[config.mk]
export PLATFORM = sky130hd
export DESIGN_NAME = scan_irq_seq
export DESIGN_NICKNAME = d
export VERILOG_FILES = /design/src/rtl/scan_seq_pkg.sv /design/src/rtl/scan_line_ctr.sv /design/src/rtl/scan_evt_dec.sv /design/src/rtl/irq_hold.sv /design/src/rtl/scan_irq_seq.sv
export SDC_FILE = /design/constraint.sdc
export NUM_CORES = 1
export LEC_CHECK = 0
export BUFFER_PORTS_ARGS = -buffer_cell sky130_fd_sc_hd__buf_2
export CAP_MARGIN = 20
export CORE_MARGIN = 1.5
export CORE_UTILIZATION = 50
export DETAILED_ROUTE_END_ITERATION = 10
export GPL_ROUTABILITY_DRIVEN = 1
export PLACE_DENSITY_LB_ADDON = 0.05
export SYNTH_ARGS = -nofsm -noshare
export SYNTH_HDL_FRONTEND = slang
export SYNTH_HIERARCHICAL = 1
export SYNTH_SLANG_ARGS = --single-unit
export TNS_END_PERCENT = 10
[constraint.sdc]
create_clock -name clk -period 3.7 [get_ports clk]
set_input_delay 0.37 -clock clk [delete_from_list [all_inputs] [get_ports clk]]
set_output_delay 0.37 -clock clk [all_outputs]
set_load 0.01 [all_outputs]
[src/rtl/scan_seq_pkg.sv]
package scan_seq_pkg;
   typedef struct packed {
      logic blank_on;
      logic blank_off;
      logic tempo;
   } line_evt_t;

   localparam int IRQ_MAIN  = 0;
   localparam int IRQ_SOUND = 1;
   localparam int IRQ_HELD  = 2;
endpackage

[src/rtl/scan_line_ctr.sv]
module scan_line_ctr #(
   parameter int LINES  = 264,
   parameter int LINE_W = 9
) (
   input  logic              clk,
   input  logic              rst_n,
   input  logic              adv,
   output logic [LINE_W-1:0] line_q,
   output logic [LINE_W-1:0] line_d
);
   localparam logic [LINE_W-1:0] LAST = LINE_W'(LINES - 1);

   always_comb begin
      if (line_q == LAST) line_d = '0;
      else                line_d = line_q + 1'b1;
   end

   always_ff @(posedge clk) begin
      if (!rst_n)   line_q <= '0;
      else if (adv) line_q <= line_d;
   end
endmodule

[src/rtl/scan_evt_dec.sv]
module scan_evt_dec
   import scan_seq_pkg::*;
#(
   parameter int LINE_W    = 9,
   parameter int BLANK_ON  = 240,
   parameter int BLANK_OFF = 16,
   parameter int TEMPO_BIT = 6
) (
   input  logic              adv,
   input  logic [LINE_W-1:0] line_q,
   input  logic [LINE_W-1:0] line_d,
   output line_evt_t         evt
);
   always_comb begin
      evt.blank_on  = adv && (line_d == LINE_W'(BLANK_ON));
      evt.blank_off = adv && (line_d == LINE_W'(BLANK_OFF));
      evt.tempo     = adv && line_d[TEMPO_BIT] && !line_q[TEMPO_BIT];
   end
endmodule

[src/rtl/irq_hold.sv]
module irq_hold (
   input  logic clk,
   input  logic rst_n,
   input  logic set,
   input  logic ack,
   output logic irq
);
   always_ff @(posedge clk) begin
      if (!rst_n)   irq <= 1'b0;
      else if (set) irq <= 1'b1;
      else if (ack) irq <= 1'b0;
   end
endmodule

[src/rtl/scan_irq_seq.sv]
module scan_irq_seq
   import scan_seq_pkg::*;
#(
   parameter int LINES     = 264,
   parameter int BLANK_ON  = 240,
   parameter int BLANK_OFF = 16,
   parameter int TEMPO_BIT = 6,
   parameter int LINE_W    = $clog2(LINES)
) (
   input  logic              clk,
   input  logic              rst_n,
   input  logic              line_start,
   input  logic              main_ack,
   input  logic              sound_ack,
   output logic [LINE_W-1:0] line_num,
   output logic              main_irq,
   output logic              sub_irq,
   output logic              mcu_nmi,
   output logic              sound_irq,
   output logic              sprite_page
);
   generate
      if (LINES < 2)                $error("LINES must be at least 2");
      if (BLANK_ON >= LINES)        $error("BLANK_ON outside the frame");
      if (BLANK_OFF >= LINES)       $error("BLANK_OFF outside the frame");
      if (BLANK_ON == BLANK_OFF)    $error("blanking edges must differ");
      if (TEMPO_BIT >= LINE_W)      $error("TEMPO_BIT beyond line width");
      if ((1 << LINE_W) < LINES)    $error("LINE_W too narrow");
   endgenerate

   logic [LINE_W-1:0] line_d;
   line_evt_t         evt;
   logic [IRQ_HELD-1:0] held_set, held_ack, held_irq;

   scan_line_ctr #(.LINES(LINES), .LINE_W(LINE_W)) u_ctr (
      .clk(clk), .rst_n(rst_n), .adv(line_start),
      .line_q(line_num), .line_d(line_d)
   );

   scan_evt_dec #(
      .LINE_W(LINE_W), .BLANK_ON(BLANK_ON),
      .BLANK_OFF(BLANK_OFF), .TEMPO_BIT(TEMPO_BIT)
   ) u_dec (
      .adv(line_start), .line_q(line_num), .line_d(line_d), .evt(evt)
   );

   assign held_set[IRQ_MAIN]  = evt.blank_on;
   assign held_ack[IRQ_MAIN]  = main_ack;
   assign held_set[IRQ_SOUND] = evt.tempo;
   assign held_ack[IRQ_SOUND] = sound_ack;

   for (genvar g = 0; g < IRQ_HELD; g++) begin : g_hold
      irq_hold u_hold (
         .clk(clk), .rst_n(rst_n),
         .set(held_set[g]), .ack(held_ack[g]), .irq(held_irq[g])
      );
   end

   assign main_irq  = held_irq[IRQ_MAIN];
   assign sound_irq = held_irq[IRQ_SOUND];

   always_ff @(posedge clk) begin
      if (!rst_n) begin
         sub_irq     <= 1'b0;
         mcu_nmi     <= 1'b0;
         sprite_page <= 1'b0;
      end else begin
         sub_irq <= evt.blank_off;
         if (evt.blank_off)     mcu_nmi <= 1'b1;
         else if (evt.blank_on) mcu_nmi <= 1'b0;
         if (evt.blank_off) sprite_page <= ~sprite_page;
      end
   end
endmodule

==> out/metrics.csv, run 1 <==
stage,metric,value,unit
finish,insertedDiodeCount,0,
drt,via_count,732,
status,status,completed,
yosys,yosysMostFrequentCell,dfxtp_1,
finish,drive_above_1_share,0.248,
grt,grt_start_max_net_pins,21,
setup_path,r2r_start,u_ctr/line_q[3],
yosys,ys_dominant_reg_cell,dfxtp_1,
drt,viasPerCell,5.86,
clock_tree,htreeDepth,1,
sta,period_needed,2.80,ns
yosys,ys_seq_area_frac,0.341,
yosys,yosys_warnings,6,
sta,fin_setup_tns,0,ns
floorplanning,num_rows,14,
placed_design,dpl.hpwl,1.17,mm
grt,grt_pass1_vias,704,
grt,antenna_found_initial,0,
yosys,syn_area,822,um2
yosys,yosys.cell_types.count,35,
yosys,ys_seq_elements,14,
grt,grt-ovfl-total,0,
drt,wl_per_cell,13.4,um
power_and_ir_drop,intPower,0.220,mW
power_and_ir_drop,pwr-share-seq,0.544,
yosys,synth.top_cell.area_share,0.341,
power_and_ir_drop,swShare,0.232,
floorplanning,design.core.area,1520,um2
sta,layout_worst_path_cycle_share,0.756,
clock_tree,clkSinkCount,14,
yosys,synthTopCellsByArea,"dfxtp_1, xor2_1, xnor2_1",
clock_tree,ctsResizeCount,0,
floorplanning,ios,19,
worst_hold_path,min_from,main_ack,
setup_path,crit_fanout,10,
setup_path,crit_type,register to register,
power_and_ir_drop,p_leak,0.401,nW
power_and_ir_drop,pwr-share-comb,0.068,
grt,grt_use_total,0.209,
yosys,synth_edf_count,0,
sta,layout_setup_ws,0.903,ns
drt,firstDrtPassIters,4,
placed_design,gp_congestion,0.744,
sta,relSlewSlack,0.677,
sta,worst_slew_pin_slew,0.480,ns
yosys,syn_area_per_cell,8.94,um2
clock_tree,cts-root-buf,clkbuf_4,
yosys,synth_top_cell_by_area,dfxtp_1,
clock_tree,path_clk_slew,0.09,ns
finish,synthToLayoutAreaGrowth,14.5,%
setup_path,cp-end-kind,register,
sta,holdWs,0.405,ns
clock_tree,hold_buffers,0,
setup_path,r2r_end,sprite_page,
placed_design,preCtsSetupSlack,0.919,ns
power_and_ir_drop,ir_worst_vdd,0.000231,V
floorplanning,fp.dieW,43.5,um
sta,fmax,0.358,GHz
worst_hold_path,holdPathStages,3,
setup_path,rr_worst_depth,7,
placed_design,port_buffers,18,
power_and_ir_drop,p_switching,0.0666,mW
clock_tree,postCtsSetupRepairBufs,0,
drt,drt-initial-drc-count,13,
drt,ant_nets,0,
yosys,synth_common_cells,"dfxtp_1, nand2_1, nand3_1",
sta,rsz0062_at_grt,no,
worst_hold_path,holdPathEnd,g_hold[0].u_hold/irq,
power_and_ir_drop,pwr_density_cell,305,nW/um2
setup_path,cp_data_arrival_time,2.99,ns
yosys,async_reset_ff_frac,0,
floorplanning,initial_core_util,0.539,
worst_hold_path,min_path_type,primary input to register,
drt,wl,1.67,mm
clock_tree,cts.path.max_buffers,2,
yosys,synth_fp_nets,98,
floorplanning,die_area,1900,um2
yosys,synthCells,92,
sta,finClkSkew,0.00381,ns
setup_path,reg2reg_slack,0.90,ns
clock_tree,cts_tree,yes,
setup_path,worstPathRequired,3.89,ns
clock_tree,clk_latency,0.29,ns
grt,grt_pass1_wl,2.93,mm
sta,finalHoldViolations,0,
drt,drc,0,
sta,drv_slew,0,
clock_tree,cts_made_buffers,3,
run,cap_violations,0,
setup_path,cp-start-kind,register,
sta,setup-violations-final,0,
finish,nNetsFinal,116,
power_and_ir_drop,p_clk_frac,0.388,
floorplanning,chipHeight,43.5,um
-- logic make-up after synthesis --
| family | Yosys count | share of synthesized area |
|---|---|---|
| DFF | 14 | 0.341 |
| adders and majority gates | 1 | 0.0152 |
| buffers and inverters | 6 | 0.0380 |
| AOI/OAI and AO/OA | 13 | 0.117 |
| xor gates and xnor gates | 9 | 0.0959 |
| and+or+nand+nor | 47 | 0.368 |
| muxes | 2 | 0.0244 |
-- metal layers --
metal  GRT usage  part of all wire
met5           0                 0
met4      0.0848            0.0066
met3      0.0750             0.050
met2       0.341              0.47
met1       0.247              0.48
-- critical path, cell delays in order (launching register included) --
cell     delay, ns
dfxtp_1       0.41
or4b_4        0.59
nor4_4        0.38
nor2_1        0.08
or4b_1        0.53
nor4_1        0.44
xor2_1        0.11
and2_1        0.17
-- final cells by class --
class,count,area [um2]
clock buffers,4,36.3
flip-flops and latches,14,280
multi-input cells,72,510
well taps,16,20.0
inverters,1,3.75
fillers,139,583
repair buffers,18,90.1
-- power groups by stage --
stage          logic [mW]  registers [mW]  clock network [mW]
3_3_place_gp       0.0191           0.159                   0
3_5_place_dp       0.0195           0.159                   0
5_1_grt            0.0218           0.156               0.121
6_report           0.0195           0.156               0.111
4_1_cts            0.0196           0.156               0.115
2_1_floorplan      0.0105           0.159                   0
-- placed cells by master (no fill, tap or decap), types with 3 or more instances in the layout --
cell and n:
buf_2 18, dfxtp_1 14, nand2_1 9, nand3_1 6, xor2_1 5, nor2_1 5
nand4_1 4, xnor2_1 4, o31ai_1 4, o21a_1 3, and2_1 3, clkbuf_4 3
nand2b_1 3
-- stage by stage --
step	area (um2)	std cells	power [mW]	util
after floorplan	822	92	0.170	-
after global placement	905	121	0.178	0.594
after detailed placement	905	121	0.179	0.594
after CTS	941	125	0.291	0.617
after global routing	941	125	0.300	0.617
final	941	125	0.287	0.617
-- how the worst max path moves through the flow --
stage                        endpoint  slack, ns             from
after floorplan           sprite_page       1.04  u_ctr/line_q[3]
after global placement    sprite_page       1.02  u_ctr/line_q[3]
after detailed placement  sprite_page       0.92  u_ctr/line_q[3]
after CTS                 sprite_page       0.91  u_ctr/line_q[3]
after global routing      sprite_page       0.73  u_ctr/line_q[3]
final                     sprite_page       0.90  u_ctr/line_q[3]
-- sequential cells by signal, indices dropped and copies added (netlist names) --
name,cells
sprite_page,1
g_hold.u_hold/irq,2
sub_irq,1
u_ctr/line_q,9
mcu_nmi,1
Power figures use the tool's default switching activity.
==> run 2: changes to the inputs <==
- clock period: 3.7 -> 2.7 ns (I/O delays scaled with it)
==> run 2 against run 1 <==
- fmax increased by 9.8%
- clock skew decreased by 0.0030 ns
- count of clock-buffer cells in the layout decreased by 1
- die area unchanged
- routed wire length increased by 2.3%
- largest cell class unchanged
- critical endpoint unchanged
- total power increased by 24%
- combinational power increased by 42%
- final area increased by 3.5%
- cell count increased by 3.2%
- critical path type unchanged
- sequential cell count unchanged
- via count increased by 0.82%
==> out/metrics.csv, run 2 (synthesis results as in run 1) <==
stage,metric,value,unit,change
finish,nNetsFinal,121,,was 116
setup_path,crit_type,register to register,,unchanged
setup_path,path_buf_inv,1,,was 0
setup_path,cp-start-kind,register,,unchanged
placed_design,gp_congestion,0.799,,was 0.744
setup_path,cp-end-kind,register,,unchanged
setup_path,rr_worst_depth,8,,was 7
placed_design,dpl.hpwl,1.20,mm,was 1.17 mm
sta,relSlewSlack,0.766,,was 0.677
finish,multi_input_area,519,um2,was 510 um2
drt,ant_nets,0,,unchanged
sta,layout_setup_ws,0.152,ns,was 0.903 ns
worst_hold_path,min_from,sound_ack,,was main_ack
floorplanning,fp.dieW,43.5,um,unchanged
worst_hold_path,holdPathStages,3,,unchanged
sta,setup-violations-final,0,,unchanged
grt,grt_util_met2,0.318,,was 0.341
worst_hold_path,holdPathEnd,g_hold[1].u_hold/irq,,was g_hold[0].u_hold/irq
finish,largest_reg_flops,9,,unchanged
clock_tree,cts_made_buffers,3,,unchanged
power_and_ir_drop,p_total,0.357,mW,was 0.287 mW
grt,grt_start_max_net_pins,21,,unchanged
setup_path,cpMaxStageDelayCell,or4b_1,,was or4b_4
clock_tree,cts_tree,yes,,unchanged
placed_design,placedCellCount,126,,was 121
finish,finalNonFillerCells,129,,was 125
setup_path,r2r_end,sprite_page,,unchanged
setup_path,worstPathRequired,2.92,ns,was 3.89 ns
clock_tree,clkSinkCount,14,,unchanged
clock_tree,cts.path.max_buffers,2,,unchanged
finish,final_cell_mix,"buf_2, dfxtp_1, nand2_1, nand3_1",,unchanged
grt,grt_util_met3,0.0250,,was 0.0750
clock_tree,clk_latency,0.27,ns,was 0.29 ns
sta,finClkSkew,0.000778,ns,was 0.00381 ns
setup_path,crit_fanout,7,,was 10
floorplanning,ios,19,,unchanged
finish,post-route-util,0.639,,was 0.617
finish,drive_above_1_share,0.292,,was 0.248
setup_path,cp_data_arrival_time,2.77,ns,was 2.99 ns
finish,top_register,u_ctr/line_q,,unchanged
finish,final_common_cell,buf_2,,unchanged
worst_hold_path,min_path_type,primary input to register,,unchanged
floorplanning,die_area,1900,um2,unchanged
sta,fmax,0.392,GHz,was 0.358 GHz
floorplanning,initial_core_util,0.539,,unchanged
sta,layout_worst_path_cycle_share,0.944,,was 0.756
clock_tree,path_clk_slew,0.08,ns,was 0.09 ns
sta,drv_slew,0,,unchanged
placed_design,preCtsSetupSlack,0.171,ns,was 0.919 ns
floorplanning,chipHeight,43.5,um,unchanged
setup_path,r2r_start,u_ctr/line_q[8],,was u_ctr/line_q[3]
floorplanning,num_rows,14,,unchanged
floorplanning,design.core.area,1520,um2,unchanged
finish,insertedDiodeCount,0,,unchanged
clock_tree,postCtsSetupRepairBufs,0,,unchanged
clock_tree,ctsResizeCount,0,,unchanged
power_and_ir_drop,pwr_density_cell,366,nW/um2,was 305 nW/um2
run,cap_violations,0,,unchanged
drt,via_count,738,,was 732
drt,drc,0,,unchanged
power_and_ir_drop,ir_worst_vdd,0.000213,V,was 0.000231 V
sta,finalHoldViolations,0,,unchanged
clock_tree,hold_buffers,0,,unchanged
grt,grt_pass1_wl,2.87,mm,was 2.93 mm
grt,grt-ovfl-total,0,,unchanged
sta,period_needed,2.55,ns,was 2.80 ns
clock_tree,htreeDepth,1,,unchanged
drt,wl_per_cell,13.2,um,was 13.4 um
finish,regArea,280,um2,unchanged
clock_tree,cts-root-buf,clkbuf_4,,unchanged
finish,reg.largest.list,"u_ctr/line_q: 9 flops, g_hold.u_hold/irq: 2 flops",,unchanged
setup_path,crit_chain,or4b_4 > nor4_4 > nor2_1 > or4b_1 > nor4_1 > buf_4 > xor2_1 > and2_1,,was or4b_4 > nor4_4 > nor2_1 > or4b_1 > nor4_1 > xor2_1 > and2_1
placed_design,port_buffers,18,,unchanged
grt,grt_pass1_vias,693,,was 704
setup_path,crit_family,simple AND/OR/NAND/NOR gates,,unchanged
power_and_ir_drop,p_leak,0.419,nW,was 0.401 nW
grt,grt_use_total,0.200,,was 0.209
grt,use_met1,0.277,,was 0.247
setup_path,slowest_delay,0.56,ns,was 0.59 ns
drt,drt-initial-drc-count,9,,was 13
setup_path,reg2reg_slack,0.15,ns,was 0.90 ns
status,status,completed,,unchanged
finish,synthToLayoutAreaGrowth,18.4,%,was 14.5%
drt,wl,1.71,mm,was 1.67 mm
drt,viasPerCell,5.72,,was 5.86
sta,holdWs,0.322,ns,was 0.405 ns
grt,antenna_found_initial,0,,unchanged
drt,firstDrtPassIters,4,,unchanged
grt,grt.busiest_layer,met2,,unchanged
finish,nFillCells,143,,was 139
sta,worst_slew_pin_slew,0.350,ns,was 0.480 ns
## run 2: per-layer routing
| metal | share of wire | up-vias |
|---|---|---|
| li1 | - | 377 |
| met5 | 0 | - |
| met3 | 0.021 | 2 |
| met2 | 0.47 | 10 |
| met4 | 0.0053 | 0 |
| met1 | 0.51 | 349 |
## run 2: how the worst max path moves through the flow
stage / start / to / slack [ns] / cells past startpoint
2_1_floorplan: u_ctr/line_q[3] / sprite_page / 0.04 / 8
3_3_place_gp: u_ctr/line_q[0] / mcu_nmi / 0.18 / 8
3_5_place_dp: u_ctr/line_q[8] / mcu_nmi / 0.17 / 7
4_1_cts: u_ctr/line_q[8] / mcu_nmi / 0.13 / 7
5_1_grt: u_ctr/line_q[0] / sprite_page / -0.01 / 9
6_report: u_ctr/line_q[8] / sprite_page / 0.15 / 8
## run 2: worst register-to-register path, stage by stage, from the launching register on
cell,delay (ns)
dfxtp_1,0.40
or4b_4,0.50
nor4_4,0.29
nor2_1,0.08
or4b_1,0.56
nor4_1,0.25
buf_4,0.16
xor2_1,0.14
and2_1,0.13
## run 2: layout make-up
class / count / area share
Sequential cell: 14 / 0.288
Timing Repair Buffer: 23 / 0.131
Tap cell: 16 / 0.0206
Multi-Input combinational cell: 72 / 0.533
Inverter: 1 / 0.00386
Clock buffer: 3 / 0.0231
## run 2: report_power, final
group,internal (mW),switching [mW]
logic,0.0111,0.0165
clock network,0.0516,0.0639
registers,0.209,0.00452
## run 2: per-stage QoR
| step | setup TNS [ns] | area (um2) |
|---|---|---|
| CTS | 0 | 965 |
| finish | 0 | 973 |
| global route | -0.0128 | 973 |
| floorplan | 0 | 822 |
| detailed placement | 0 | 942 |
| global placement | 0 | 942 |
==> run 3: changes to the inputs <==
- CORE_UTILIZATION: 50 -> 36
- clock period: 2.7 -> 2.2 ns (I/O delays scaled with it)
==> run 3 against run 2 <==
- the flow now finishes with violations (setup timing)
- die area is 36% higher
- sequential cell count stayed put
- cell count is 24% higher
- global-route usage is 2.5 points lower
- clock skew is 0.0089 ns higher
- first-iteration DRC count is 22% higher
- setup slack worse by 0.26 ns
- sequential power is 21% higher
- highest routed layer unchanged
- non-clock buffer count is 18 higher
- fmax is 11% higher
- combinational power is 81% higher
- register-to-register slack worse by 0.26 ns
==> out/metrics.csv, run 3 (synthesis results as in run 1) <==
stage,metric,value,unit,change
status,status,finished with violations,,was completed
status,failed_checks,setup timing,,
drt,wl,1.95,mm,was 1.71 mm
finish,insertedDiodeCount,0,,unchanged
floorplanning,num_rows,17,,was 14
finish,reg.largest.list,"u_ctr/line_q: 9 flops, g_hold.u_hold/irq: 2 flops",,unchanged
setup_path,rr_worst_depth,7,,was 8
power_and_ir_drop,pwr-share-seq,0.522,,was 0.599
setup_path,crit_fanout,4,,was 7
sta,fmax,0.434,GHz,was 0.392 GHz
drt,met2_wirelength,912,um,was 799 um
sta,layout_setup_ws,-0.104,ns,was 0.152 ns
floorplanning,die_area,2580,um2,was 1900 um2
drt,met1_length,921,um,was 863 um
grt,grt-ovfl-total,0,,unchanged
sta,worst_slew_pin_slew,0.445,ns,was 0.350 ns
sta,finClkSkew,0.00967,ns,was 0.000778 ns
drt,wl_per_cell,12.2,um,was 13.2 um
clock_tree,cts-root-buf,clkbuf_4,,unchanged
grt,grt_use_total,0.174,,was 0.200
drt,top_layer_used,met4,,unchanged
finish,final_cell_mix,"buf_4, buf_2, dfxtp_1, nand2_1, nand3_1",,"was buf_2, dfxtp_1, nand2_1, nand3_1"
finish,nNetsFinal,139,,was 121
power_and_ir_drop,intPower,0.380,mW,was 0.272 mW
power_and_ir_drop,swShare,0.234,,was 0.238
power_and_ir_drop,pwr-share-comb,0.101,,was 0.077
setup_path,r2r_start,u_ctr/line_q[3],,was u_ctr/line_q[8]
setup_path,crit_start,u_ctr/line_q[3],,was u_ctr/line_q[8]
grt,grt_pass1_wl,3.33,mm,was 2.87 mm
floorplanning,fp.dieW,50.8,um,was 43.5 um
setup_path,crit_type,register to register,,unchanged
run,cap_violations,0,,unchanged
sta,period_needed,2.30,ns,was 2.55 ns
clock_tree,clkSinkCount,14,,unchanged
clock_tree,cts.path.max_buffers,2,,unchanged
drt,firstDrtPassIters,4,,unchanged
setup_path,slowest_delay,0.58,ns,was 0.56 ns
clock_tree,postCtsSetupRepairBufs,0,,unchanged
drt,ant_nets,0,,unchanged
setup_path,cpMaxStageDelayCell,or4b_4,,was or4b_1
clock_tree,clk_latency,0.28,ns,was 0.27 ns
sta,relSlewSlack,0.703,,was 0.766
grt,grt_start_max_net_pins,21,,unchanged
floorplanning,chipHeight,50.8,um,was 43.5 um
clock_tree,hold_buffers,0,,unchanged
floorplanning,initial_core_util,0.375,,was 0.539
finish,drive_above_1_share,0.409,,was 0.292
setup_path,cp.depth,7,,was 8
drt,drt-initial-drc-count,11,,was 9
sta,drv_slew,0,,unchanged
drt,via_count,804,,was 738
setup_path,crit_family,simple AND/OR/NAND/NOR gates,,unchanged
setup_path,cp-endpoint,sprite_page,,unchanged
setup_path,worstPathRequired,2.38,ns,was 2.92 ns
setup_path,cp-end-kind,register,,unchanged
drt,wl_met3,87,um,was 36 um
clock_tree,path_clk_slew,0.09,ns,was 0.08 ns
placed_design,port_buffers,18,,unchanged
clock_tree,cts_tree,yes,,unchanged
setup_path,cp-start-kind,register,,unchanged
grt,antenna_found_initial,0,,unchanged
drt,drc,0,,unchanged
clock_tree,htreeDepth,1,,unchanged
sta,layout_worst_path_cycle_share,1.05,,was 0.944
placed_design,dpl.hpwl,1.50,mm,was 1.20 mm
power_and_ir_drop,p_clk_frac,0.377,,was 0.324
setup_path,path_buf_inv,0,,was 1
sta,finalHoldViolations,0,,unchanged
floorplanning,design.core.area,2190,um2,was 1520 um2
grt,grt_pass1_vias,762,,was 693
setup_path,reg2reg_slack,-0.10,ns,was 0.15 ns
finish,synthToLayoutAreaGrowth,41.6,%,was 18.4%
placed_design,gp_congestion,0.718,,was 0.799
floorplanning,ios,19,,unchanged
finish,largest_reg_flops,9,,unchanged
power_and_ir_drop,ir_worst_vdd,0.000316,V,was 0.000213 V
placed_design,preCtsSetupSlack,-0.0913,ns,was 0.171 ns
clock_tree,cts_made_buffers,3,,unchanged
setup_path,r2r_end,sprite_page,,unchanged
finish,post-route-util,0.531,,was 0.639
setup_path,cp_data_arrival_time,2.48,ns,was 2.77 ns
sta,rsz0062_at_grt,yes,,
finish,top_register,u_ctr/line_q,,unchanged
finish,final_common_cell,buf_4,,was buf_2
setup_path,crit_chain,or4b_4 > nor4_4 > nor2_1 > or4b_4 > nor4_4 > xor2_1 > and2_1,,was or4b_4 > nor4_4 > nor2_1 > or4b_1 > nor4_1 > buf_4 > xor2_1 > and2_1
worst_hold_path,min_path_type,primary input to register,,unchanged
power_and_ir_drop,p_leak,0.526,nW,was 0.419 nW
power_and_ir_drop,p_switching,0.116,mW,was 0.0849 mW
power_and_ir_drop,pwr_density_cell,426,nW/um2,was 366 nW/um2
sta,setup-violations-final,4,,was 0
drt,viasPerCell,5.03,,was 5.72
clock_tree,ctsResizeCount,0,,unchanged
-- run 3: cell count changes in the layout (fill, tap and decap cells not counted) --
cell / before / now
or4b_1: 2 / 1
ha_2: 1 / 0
buf_4: 5 / 23
or4b_4: 1 / 2
nor4_2: 1 / 0
dfxtp_1: 14 / 13
nor4_1: 1 / 0
clkbuf_8: 0 / 1
dfxtp_2: 0 / 1
nor4_4: 1 / 3
ha_1: 0 / 1
-- run 3: through the flow --
stage / area [um2] / TNS [ns] / hold slack, ns / total power, mW / cells
2_1_floorplan: 858 / -0.442 / 0.337 / 0.288 / 92
3_3_place_gp: 1130 / -0.0379 / 0.549 / 0.314 / 156
3_5_place_dp: 1130 / -0.133 / 0.564 / 0.315 / 156
4_1_cts: 1160 / -0.211 / 0.268 / 0.506 / 160
5_1_grt: 1160 / -0.663 / 0.270 / 0.520 / 160
6_report: 1160 / -0.162 / 0.273 / 0.496 / 160
-- run 3: power by group through the flow --
stage | clock network, mW | logic (mW) | registers (mW)
detailed placement | 0 | 0.0505 | 0.265
CTS | 0.196 | 0.0508 | 0.259
global placement | 0 | 0.0493 | 0.265
floorplan | 0 | 0.0197 | 0.268
global route | 0.205 | 0.0564 | 0.259
finish | 0.187 | 0.0500 | 0.259
-- run 3: how the worst min path moves through the flow --
stage                    startpoint              endpoint  depth (start not counted)
6_report                  sound_ack  g_hold[1].u_hold/irq                          3
5_1_grt                   sound_ack  g_hold[1].u_hold/irq                          3
4_1_cts                   sound_ack  g_hold[1].u_hold/irq                          3
3_5_place_dp   g_hold[1].u_hold/irq  g_hold[1].u_hold/irq                          2
3_3_place_gp               main_ack  g_hold[0].u_hold/irq                          3
2_1_floorplan                 rst_n  g_hold[0].u_hold/irq                          1
-- run 3: final cells by class --
cell class                      instances  area (um2)
Tap cell                               28        35.0
Inverter                                1        3.75
Multi-Input combinational cell         72         544
Fill cell                             223        1030
Clock buffer                            4        36.3
Sequential cell                        14         282
Timing Repair Buffer                   41         263
-- run 3: worst reg2reg max path, stage by stage (launching register included) --
cell and delay [ns]:
dfxtp_2 0.33, or4b_4 0.54, nor4_4 0.22, nor2_1 0.07, or4b_4 0.58, nor4_4 0.20
xor2_1 0.10, and2_1 0.15
-- run 3: metal layers --
layer,up-vias,global-route usage
met2,20,0.292
li1,415,-
met3,4,0.0536
met1,365,0.206
met4,0,0.0721
met5,-,0
